<file path="src/rtl/usb_pipe_cfg_pkg.sv">
`timescale 1ns/1ps
package usb_pipe_cfg_pkg;
  localparam logic [1:0] TYPE_INTR = 2'd3;
  localparam logic [1:0] BANK_BAD  = 2'd3;

  typedef struct packed {
    logic [7:0] ivl;
    logic [3:0] ep;
    logic [1:0] tok;
    logic [1:0] typ;
    logic [1:0] bk;
    logic [2:0] sz;
    logic       alloc;
    logic       en;
  } pipe_cfg_t;

  localparam int CFG_W = $bits(pipe_cfg_t);
endpackage

</file>
<file path="src/rtl/usb_pipe_cfg_reg.sv">
`timescale 1ns/1ps
module usb_pipe_cfg_reg
  import usb_pipe_cfg_pkg::*;
(
  input  logic      clk_i,
  input  logic      rst_ni,
  input  logic      wr_en_i,
  input  pipe_cfg_t wr_data_i,
  input  logic      lock_i,
  output pipe_cfg_t cfg_o
);
  pipe_cfg_t cfg_q;

  always_ff @(posedge clk_i or negedge rst_ni) begin
    if (!rst_ni) begin
      cfg_q <= '0;
    end else if (wr_en_i) begin
      if (lock_i) begin
        // frozen layout: only these stay writable
        cfg_q.en    <= wr_data_i.en;
        cfg_q.alloc <= wr_data_i.alloc;
        cfg_q.tok   <= wr_data_i.tok;
        cfg_q.ivl   <= wr_data_i.ivl;
      end else begin
        cfg_q <= wr_data_i;
      end
    end
  end

  assign cfg_o = cfg_q;

  AST_LOCK_HOLDS: assert property (@(posedge clk_i) disable iff (!rst_ni)
    lock_i |=> $stable({cfg_q.ep, cfg_q.typ, cfg_q.sz, cfg_q.bk}));
endmodule

</file>
<file path="src/rtl/usb_pipe_alloc_chk.sv">
`timescale 1ns/1ps
module usb_pipe_alloc_chk #(
  parameter int NUM_PIPES = 7,
  parameter int MEM_BYTES = 2048,
  parameter int P0_MAX_SZ = 3,
  parameter int P0_MAX_BK = 1,
  parameter int PN_MAX_SZ = 5,
  parameter int PN_MAX_BK = 3
) (
  input  logic [NUM_PIPES-1:0]      req_i,
  input  logic [NUM_PIPES-1:0][2:0] sz_i,
  input  logic [NUM_PIPES-1:0][1:0] bk_i,
  output logic [NUM_PIPES-1:0]      fit_o
);
  localparam int USE_W = $clog2(MEM_BYTES + 3 * 1024) + 1;

  logic [USE_W-1:0] used;
  logic [USE_W-1:0] need;
  logic [2:0]       mx_sz;
  int               mx_bk;

  // index-ordered first-fit over the shared buffer
  always_comb begin
    used  = '0;
    need  = '0;
    mx_sz = '0;
    mx_bk = 0;
    fit_o = '0;
    for (int i = 0; i < NUM_PIPES; i++) begin
      mx_sz = (i == 0) ? 3'(P0_MAX_SZ) : 3'(PN_MAX_SZ);
      mx_bk = (i == 0) ? P0_MAX_BK : PN_MAX_BK;
      need  = (USE_W'(8) << sz_i[i]) * (USE_W'(bk_i[i]) + USE_W'(1));
      if (req_i[i] && bk_i[i] != usb_pipe_cfg_pkg::BANK_BAD &&
          sz_i[i] <= mx_sz && (int'(bk_i[i]) + 1) <= mx_bk &&
          (used + need) <= USE_W'(MEM_BYTES)) begin
        fit_o[i] = 1'b1;
        used     = used + need;
      end
    end
  end
endmodule

</file>
<file path="src/rtl/usb_pipe_cfg.sv">
`timescale 1ns/1ps
module usb_pipe_cfg
  import usb_pipe_cfg_pkg::*;
#(
  parameter int NUM_PIPES = 7,
  parameter int MEM_BYTES = 2048,
  parameter int P0_MAX_SZ = 3,
  parameter int P0_MAX_BK = 1,
  parameter int PN_MAX_SZ = 5,
  parameter int PN_MAX_BK = 3,
  localparam int PIPE_W   = $clog2(NUM_PIPES)
) (
  input  logic                 clk_i,
  input  logic                 rst_ni,
  input  logic                 wr_en_i,
  input  logic [PIPE_W-1:0]    wr_pipe_i,
  input  logic [CFG_W-1:0]     wr_data_i,
  input  logic [PIPE_W-1:0]    rd_pipe_i,
  output logic [31:0]          rd_data_o,
  input  logic [NUM_PIPES-1:0] send_req_i,
  output logic [NUM_PIPES-1:0] send_grant_o,
  output logic [NUM_PIPES-1:0] pipe_err_o
);
  pipe_cfg_t [NUM_PIPES-1:0]      cfg;
  logic [NUM_PIPES-1:0]           active;
  logic [NUM_PIPES-1:0][2:0]      sz_v;
  logic [NUM_PIPES-1:0][1:0]      bk_v;
  logic [NUM_PIPES-1:0]           fit;
  logic [NUM_PIPES-1:0]           ok_q;
  logic [NUM_PIPES-1:0]           err_q;

  for (genvar g = 0; g < NUM_PIPES; g++) begin : g_pipe
    usb_pipe_cfg_reg u_reg (
      .clk_i     (clk_i),
      .rst_ni    (rst_ni),
      .wr_en_i   (wr_en_i && (wr_pipe_i == PIPE_W'(g))),
      .wr_data_i (pipe_cfg_t'(wr_data_i)),
      .lock_i    (ok_q[g]),
      .cfg_o     (cfg[g])
    );
    assign active[g] = cfg[g].en & cfg[g].alloc;
    assign sz_v[g]   = cfg[g].sz;
    assign bk_v[g]   = cfg[g].bk;

    AST_RELEASE_DROPS_OK: assert property (@(posedge clk_i) disable iff (!rst_ni)
      !active[g] |=> !ok_q[g]);

    AST_BANK_CODE_LEGAL: assert property (@(posedge clk_i) disable iff (!rst_ni)
      (ok_q[g] && $past(ok_q[g])) |-> (cfg[g].bk != BANK_BAD));
  end

  usb_pipe_alloc_chk #(
    .NUM_PIPES (NUM_PIPES),
    .MEM_BYTES (MEM_BYTES),
    .P0_MAX_SZ (P0_MAX_SZ),
    .P0_MAX_BK (P0_MAX_BK),
    .PN_MAX_SZ (PN_MAX_SZ),
    .PN_MAX_BK (PN_MAX_BK)
  ) u_chk (
    .req_i (active),
    .sz_i  (sz_v),
    .bk_i  (bk_v),
    .fit_o (fit)
  );

  always_ff @(posedge clk_i or negedge rst_ni) begin
    if (!rst_ni) begin
      ok_q  <= '0;
      err_q <= '0;
    end else begin
      ok_q  <= fit;
      err_q <= active & ~fit;
    end
  end

  assign send_grant_o = send_req_i & ok_q & active;
  assign pipe_err_o   = err_q;

  always_comb begin
    rd_data_o = '0;
    for (int i = 0; i < NUM_PIPES; i++) begin
      if (rd_pipe_i == PIPE_W'(i)) begin
        rd_data_o[CFG_W-1:0] = cfg[i];
        rd_data_o[30:23]     = (cfg[i].typ == TYPE_INTR) ? cfg[i].ivl : 8'd0;
        rd_data_o[31]        = ok_q[i];
      end
    end
  end

  AST_GRANT_NEEDS_OK: assert property (@(posedge clk_i) disable iff (!rst_ni)
    (send_grant_o & ~ok_q) == '0);

  AST_OK_ERR_EXCL: assert property (@(posedge clk_i) disable iff (!rst_ni)
    (ok_q & err_q) == '0);

  AST_P0_LIMIT: assert property (@(posedge clk_i) disable iff (!rst_ni)
    (ok_q[0] && $past(ok_q[0])) |->
      (cfg[0].sz <= 3'(P0_MAX_SZ) && (int'(cfg[0].bk) + 1) <= P0_MAX_BK));
endmodule

</file>
<file path="config.mk">
export PLATFORM = sky130hd
export DESIGN_NAME = usb_pipe_cfg
export DESIGN_NICKNAME = d
export VERILOG_FILES = /design/src/rtl/usb_pipe_cfg_pkg.sv /design/src/rtl/usb_pipe_cfg_reg.sv /design/src/rtl/usb_pipe_alloc_chk.sv /design/src/rtl/usb_pipe_cfg.sv
export SDC_FILE = /design/constraint.sdc
export NUM_CORES = 1
export LEC_CHECK = 0
export BUFFER_PORTS_ARGS = -buffer_cell sky130_fd_sc_hd__buf_2
export CAP_MARGIN = 20
export CORE_MARGIN = 2
export CORE_UTILIZATION = 40
export DETAILED_ROUTE_END_ITERATION = 8
export PLACE_DENSITY = 0.6
export SLEW_MARGIN = 25
export SYNTH_ARGS = -nofsm -noshare
export SYNTH_HDL_FRONTEND = slang
export SYNTH_SLANG_ARGS = --single-unit
export TNS_END_PERCENT = 1
</file>
<file path="constraint.sdc">
create_clock -name clk_i -period 50.2 [get_ports clk_i]
set_input_delay 10.04 -clock clk_i [delete_from_list [all_inputs] [get_ports clk_i]]
set_output_delay 10.04 -clock clk_i [all_outputs]
set_load 0.03 [all_outputs]
</file>
After elaboration in Yosys (flattened, before gate mapping) --
Cells that the tools add are included.
Operators by class: $add $sub $neg 20, multipliers 7, order comparisons 21, equal/unequal tests 26, shift operators 7, muxes and demuxes 27, bitwise logic cells 18, reductions and logical operators 44
Operator list (count):
- $mux 32 | 7
- $le 32x3->1 const B | 6
- $le 14x12->1 const B | 7
- $mul 14x14->14 | 7
- $shl 4x3->14 const A | 7
- $add 14x14->14 | 6
- $mux 14 | 6
- $mux 8 | 7
- $add 2x1->3 const B | 14
- $logic_and 1x1->1 | 35
- $le 32x2->1 const B | 1
- $and 7x7->7 | 3
- $eq 3x3->1 const B | 6
- $le 3x3->1 const B | 6
- $eq 2x2->1 const B | 7
- $ne 2x2->1 const B | 7
- $reduce_and 2->1 | 7
- $eq 3x2->1 const B | 4
- $and 1x1->1 | 7
- $mux 1 | 7
- $not 1->1 | 7
- $not 7->7 | 1
- $eq 3x1->1 const B | 2
- $logic_not 3->1 | 2
- $le 3x2->1 const B | 1
Word-level totals: bits in registers 175, output and inout port bits 46, logic and storage cells 228

Longest topological paths before layout --
depth after elaboration 32, mapped depth 91, mapped depth without buffers 87

Hierarchy --
Synthesis repeated with hierarchy kept, for this count alone.
Unflattened totals: cell total of the unflattened synthesis 1761, area total of the unflattened synthesis 16799.9 µm²
Modules (own cells, without submodules):
- usb_pipe_alloc_chk | times used 1, cells each 1086, area an instance 8015.2 µm², sequential area each 0.0 µm²
- usb_pipe_cfg_reg | times used 7, cells each 49, area an instance 905.9 µm², sequential area each 575.6 µm²
- usb_pipe_cfg | times used 1, cells each 332, area an instance 2443.6 µm², sequential area each 350.3 µm²

Worst setup path before layout --
Ideal clock, no wire load.
kind input to output, start point input rd_pipe_i[2], end point output rd_data_o[5], data arrival time 12133 ps, data required time 40160 ps, path slack 28027 ps, cell stages on the path 7, cell sequence clkbuf_1 buf_1 buf_1 mux2i_1 nor2_1 a21oi_1 o21ai_0
On the way: longest elaborated chain between the ends 8, elaborated cells between the ends (all ways) 14
RTL lines:
- from (decl) | line usb_pipe_cfg.sv:18 | input logic [PIPE_W-1:0] rd_pipe_i,
- $logic_not 3->1 | line usb_pipe_cfg.sv:82 | if (rd_pipe_i == PIPE_W'(i)) begin
- $mux 32 (6 in a row) | line usb_pipe_cfg.sv:82
- $mux 32 * | line usb_pipe_cfg.sv:82
- to (decl) | line usb_pipe_cfg.sv:19 | output logic [31:0] rd_data_o,
Every way passes the cells marked *; elsewhere a longest branch is shown, timed or not.

Worst setup path after layout --
start point input rd_pipe_i[0], end point output rd_data_o[30]
The elaborated chain is that of the path after synthesis.

==> metrics.cfg <==
[run_status]
status = finished, final reports clean

[global_routing]
grt_pass1_wl_mm = 72.28
overflow = 0
antenna_found_initial = 5
grt_start_max_net_pins = 98
track_usage_pct = 22.28
first_global_vias = 13170

[sta]
period_minus_slack_ps = 23790
post-route-period-util_pct = 47.40
tns_ps = 0
worst_slew_pin_slew_ps = 980.6
setup_ws_ps = 26410
fin_skew_ps = 12.29
hold_slack_ps = 500.0
hold_viol_final = 0
max_freq_mhz = 42.03
setup_viol = 0
grt_setup_unrepaired = no
drv_slew = 0
relSlewSlack_pct = 34.12

[floorplanning]
die_y_um = 203.7
die_area_um2 = 41490
start_util_pct = 40.33
core_area_um2 = 39550
die_width_um = 203.7
rows = 73
io_pins = 85

[critical_path]
rr_startpoint = g_pipe[0].u_reg.cfg_o[5]
cp-end-kind = output pin
worstSetupPathType = in -> out
r2r_cells = 83
cp.required_ps = 40160
r2r_end = pipe_err_o[6]
crit_fanout = 32
start_kind = input pin
reg2reg_slack_ps = 27260
worstPathArrival_ps = 13750

[drt]
wl_per_cell_um = 19.58
vias = 13060
vias_per_cell = 5.655
drt_first_iter_violations = 1011
ant_nets = 0
drc = 0
dr.pass1.iters = 5
postRouteWirelength_mm = 45.21

[clock_network]
clk_path_buf_depth = 2
cts_hold_buffers = 0
tritoncts = yes
postCtsSetupBuffers = 0
clock_sinks = 175
cts_root_buf = clkbuf_16
clk_pin_slew_worst_paths_ps = 70
insertion_delay_ps = 440
post_cts_resized = 0
ctsHtreeMaxLevel = 4
cts_buffers = 17

[worst_hold_path]
whs_endpoint = g_pipe[6].u_reg.cfg_o[10]
worstHoldPathCells = 1
hp-class = reg -> reg
hp-start = g_pipe[6].u_reg.cfg_o[10]

[cells_and_area]
drive_above_1_share_pct = 19.48
multi_input_area_um2 = 10630
finalNonFillerCells = 2309
syn_to_final_growth_pct = 10.46
regArea_um2 = 4379
nets = 2001
fillers = 3812

[yosys]
yosys_register_bits = 175
yosysSeqAreaShare_pct = 27.46
ys_types = 78
async_flop_share_pct = 100.0
synthCells = 1713
yosysTopAreaCell = dfrtp_1
syn_area_um2 = 15950
synthTopCellsByArea = dfrtp_1 27%, fa_1 12%, mux2_2 12%
synth_edf_count = 0
avgSynthCellArea_um2 = 9.311
ys_warn_count = 0
ys.flop_type = dfrtp_1
synthDominantCellAreaShare_pct = 27.46

[power_and_ir_drop]
power_density_nw_per_um2 = 40.73
p_total_uw = 717.7
power.leakage_nw = 8.209
peakVddDrop_uv = 28.19

[placement]
placed_cells = 2274
post-place-ws_ps = 26880
routabilityCongestion = 0.9261
io_buffer_count = 84
hpwl_mm = 34.68

[flow_run]
drv_cap = 0

synth_stat cells (12+ instances only):
library cell and n:
inv_1 198, nand2_1 101, and2_1 12, a21oi_1 64, buf_1 15, nor2b_1 17, a22oi_1 19, mux2_2 171
a211oi_1 12, xor2_1 18, mux2i_1 31, and3_1 12, o21a_1 17, a21o_1 19, clkbuf_1 48, ha_1 96
nor2_1 189, nand3_1 31, nand2b_1 48, nor3_1 63, dfrtp_1 175, fa_1 97, o21ai_0 57
logic make-up (layout without fill, tap and decap cells):
| logic type | after synthesis | in the layout | synth area share, % |
|---|---|---|---|
| compound gates | 308 | 308 | 13.62 |
| fa+ha+maj | 193 | 193 | 19.71 |
| other cells | 1 | 9 | 0.02351 |
| xor+xnor | 29 | 29 | 1.593 |
| simple gates | 527 | 527 | 15.67 |
| mux | 213 | 213 | 15.57 |
| flops | 175 | 175 | 27.46 |
| buf+inv | 267 | 330 | 6.362 |
cells in the final DEF, fill, tap and decap left out, types with 9 or more instances in the layout:
| master | instances |
|---|---|
| inv_1 | 197 |
| nor2_1 | 185 |
| dfrtp_1 | 175 |
| mux2_2 | 171 |
| nand2_1 | 101 |
| fa_1 | 97 |
| ha_1 | 96 |
| buf_2 | 83 |
| a21oi_1 | 64 |
| nor3_1 | 60 |
| o21ai_0 | 57 |
| nand2b_1 | 48 |
| nand3_1 | 31 |
| mux2i_1 | 31 |
| a21o_1 | 19 |
| a22oi_1 | 19 |
| xor2_1 | 18 |
| o21a_1 | 17 |
| clkbuf_16 | 17 |
| nor2b_1 | 15 |
| buf_4 | 13 |
| and3_1 | 12 |
| a211oi_1 | 12 |
| and2_1 | 12 |
| xnor2_1 | 11 |
| a221o_1 | 11 |
| mux4_2 | 11 |
| nand4_1 | 10 |
| nor4_1 | 9 |
| o211ai_1 | 9 |
| o31ai_1 | 9 |
| a222oi_1 | 9 |
registers in the layout, summed over array words and instances, names as in the netlist:
| signal | count |
|---|---|
| g_pipe.u_reg.cfg_o | 161 |
| ok_q | 7 |
| pipe_err_o | 7 |
where the power goes:
group          total [mW]  leakage [nW]  switching [mW]  internal [mW]
Sequential          0.221          2.11          0.0470          0.174
Combinational       0.350          5.78           0.206          0.144
Clock               0.146         0.310          0.0617         0.0845
Total               0.718          8.21           0.314          0.403
layer usage:
| metal | vias to the layer above | track usage, % | wire length [um] |
|---|---|---|---|
| met5 | - | 0 | 26 |
| met3 | 84 | 3.356 | 2128 |
| met1 | 6499 | 28.74 | 19820 |
| li1 | 6112 | - | - |
| met2 | 358 | 38.20 | 21960 |
| met4 | 4 | 7.377 | 1272 |
how the worst max path moves through the flow:
| stage | from | end | depth (start not counted) |
|---|---|---|---|
| 6_report | rd_pipe_i[0] | rd_data_o[30] | 8 |
| 5_1_grt | g_pipe[0].u_reg.cfg_o[5] | pipe_err_o[6] | 83 |
| 4_1_cts | rd_pipe_i[0] | rd_data_o[30] | 8 |
| 3_5_place_dp | rd_pipe_i[0] | rd_data_o[30] | 8 |
| 3_3_place_gp | rd_pipe_i[0] | rd_data_o[23] | 8 |
| 2_1_floorplan | rd_pipe_i[2] | rd_data_o[5] | 7 |
through the flow:
| step | instance area, um2 | util (%) |
|---|---|---|
| 6_report | 17620 | 44.55 |
| 5_1_grt | 17620 | 44.54 |
| 4_1_cts | 17570 | 44.43 |
| 3_5_place_dp | 16940 | 42.83 |
| 3_3_place_gp | 16930 | 42.81 |
| 2_1_floorplan | 15970 | - |
critical path, cell delays in order:
cell      delay (ps)
buf_2            470
clkinv_1         950
nor2_1           770
and2_1           520
and3_1           470
a22oi_1          170
nand3_1          150
buf_2            210
layout make-up:
type,instances,area share (%)
clock inverter,13,1.165
sequential,175,24.86
antenna,3,0.04261
inverter,200,4.268
multi-input combinational,1276,60.35
clock buffer,18,2.436
tap,525,3.728
timing repair buffer,99,3.153
Note: power is estimated with default switching activity, not from simulation.
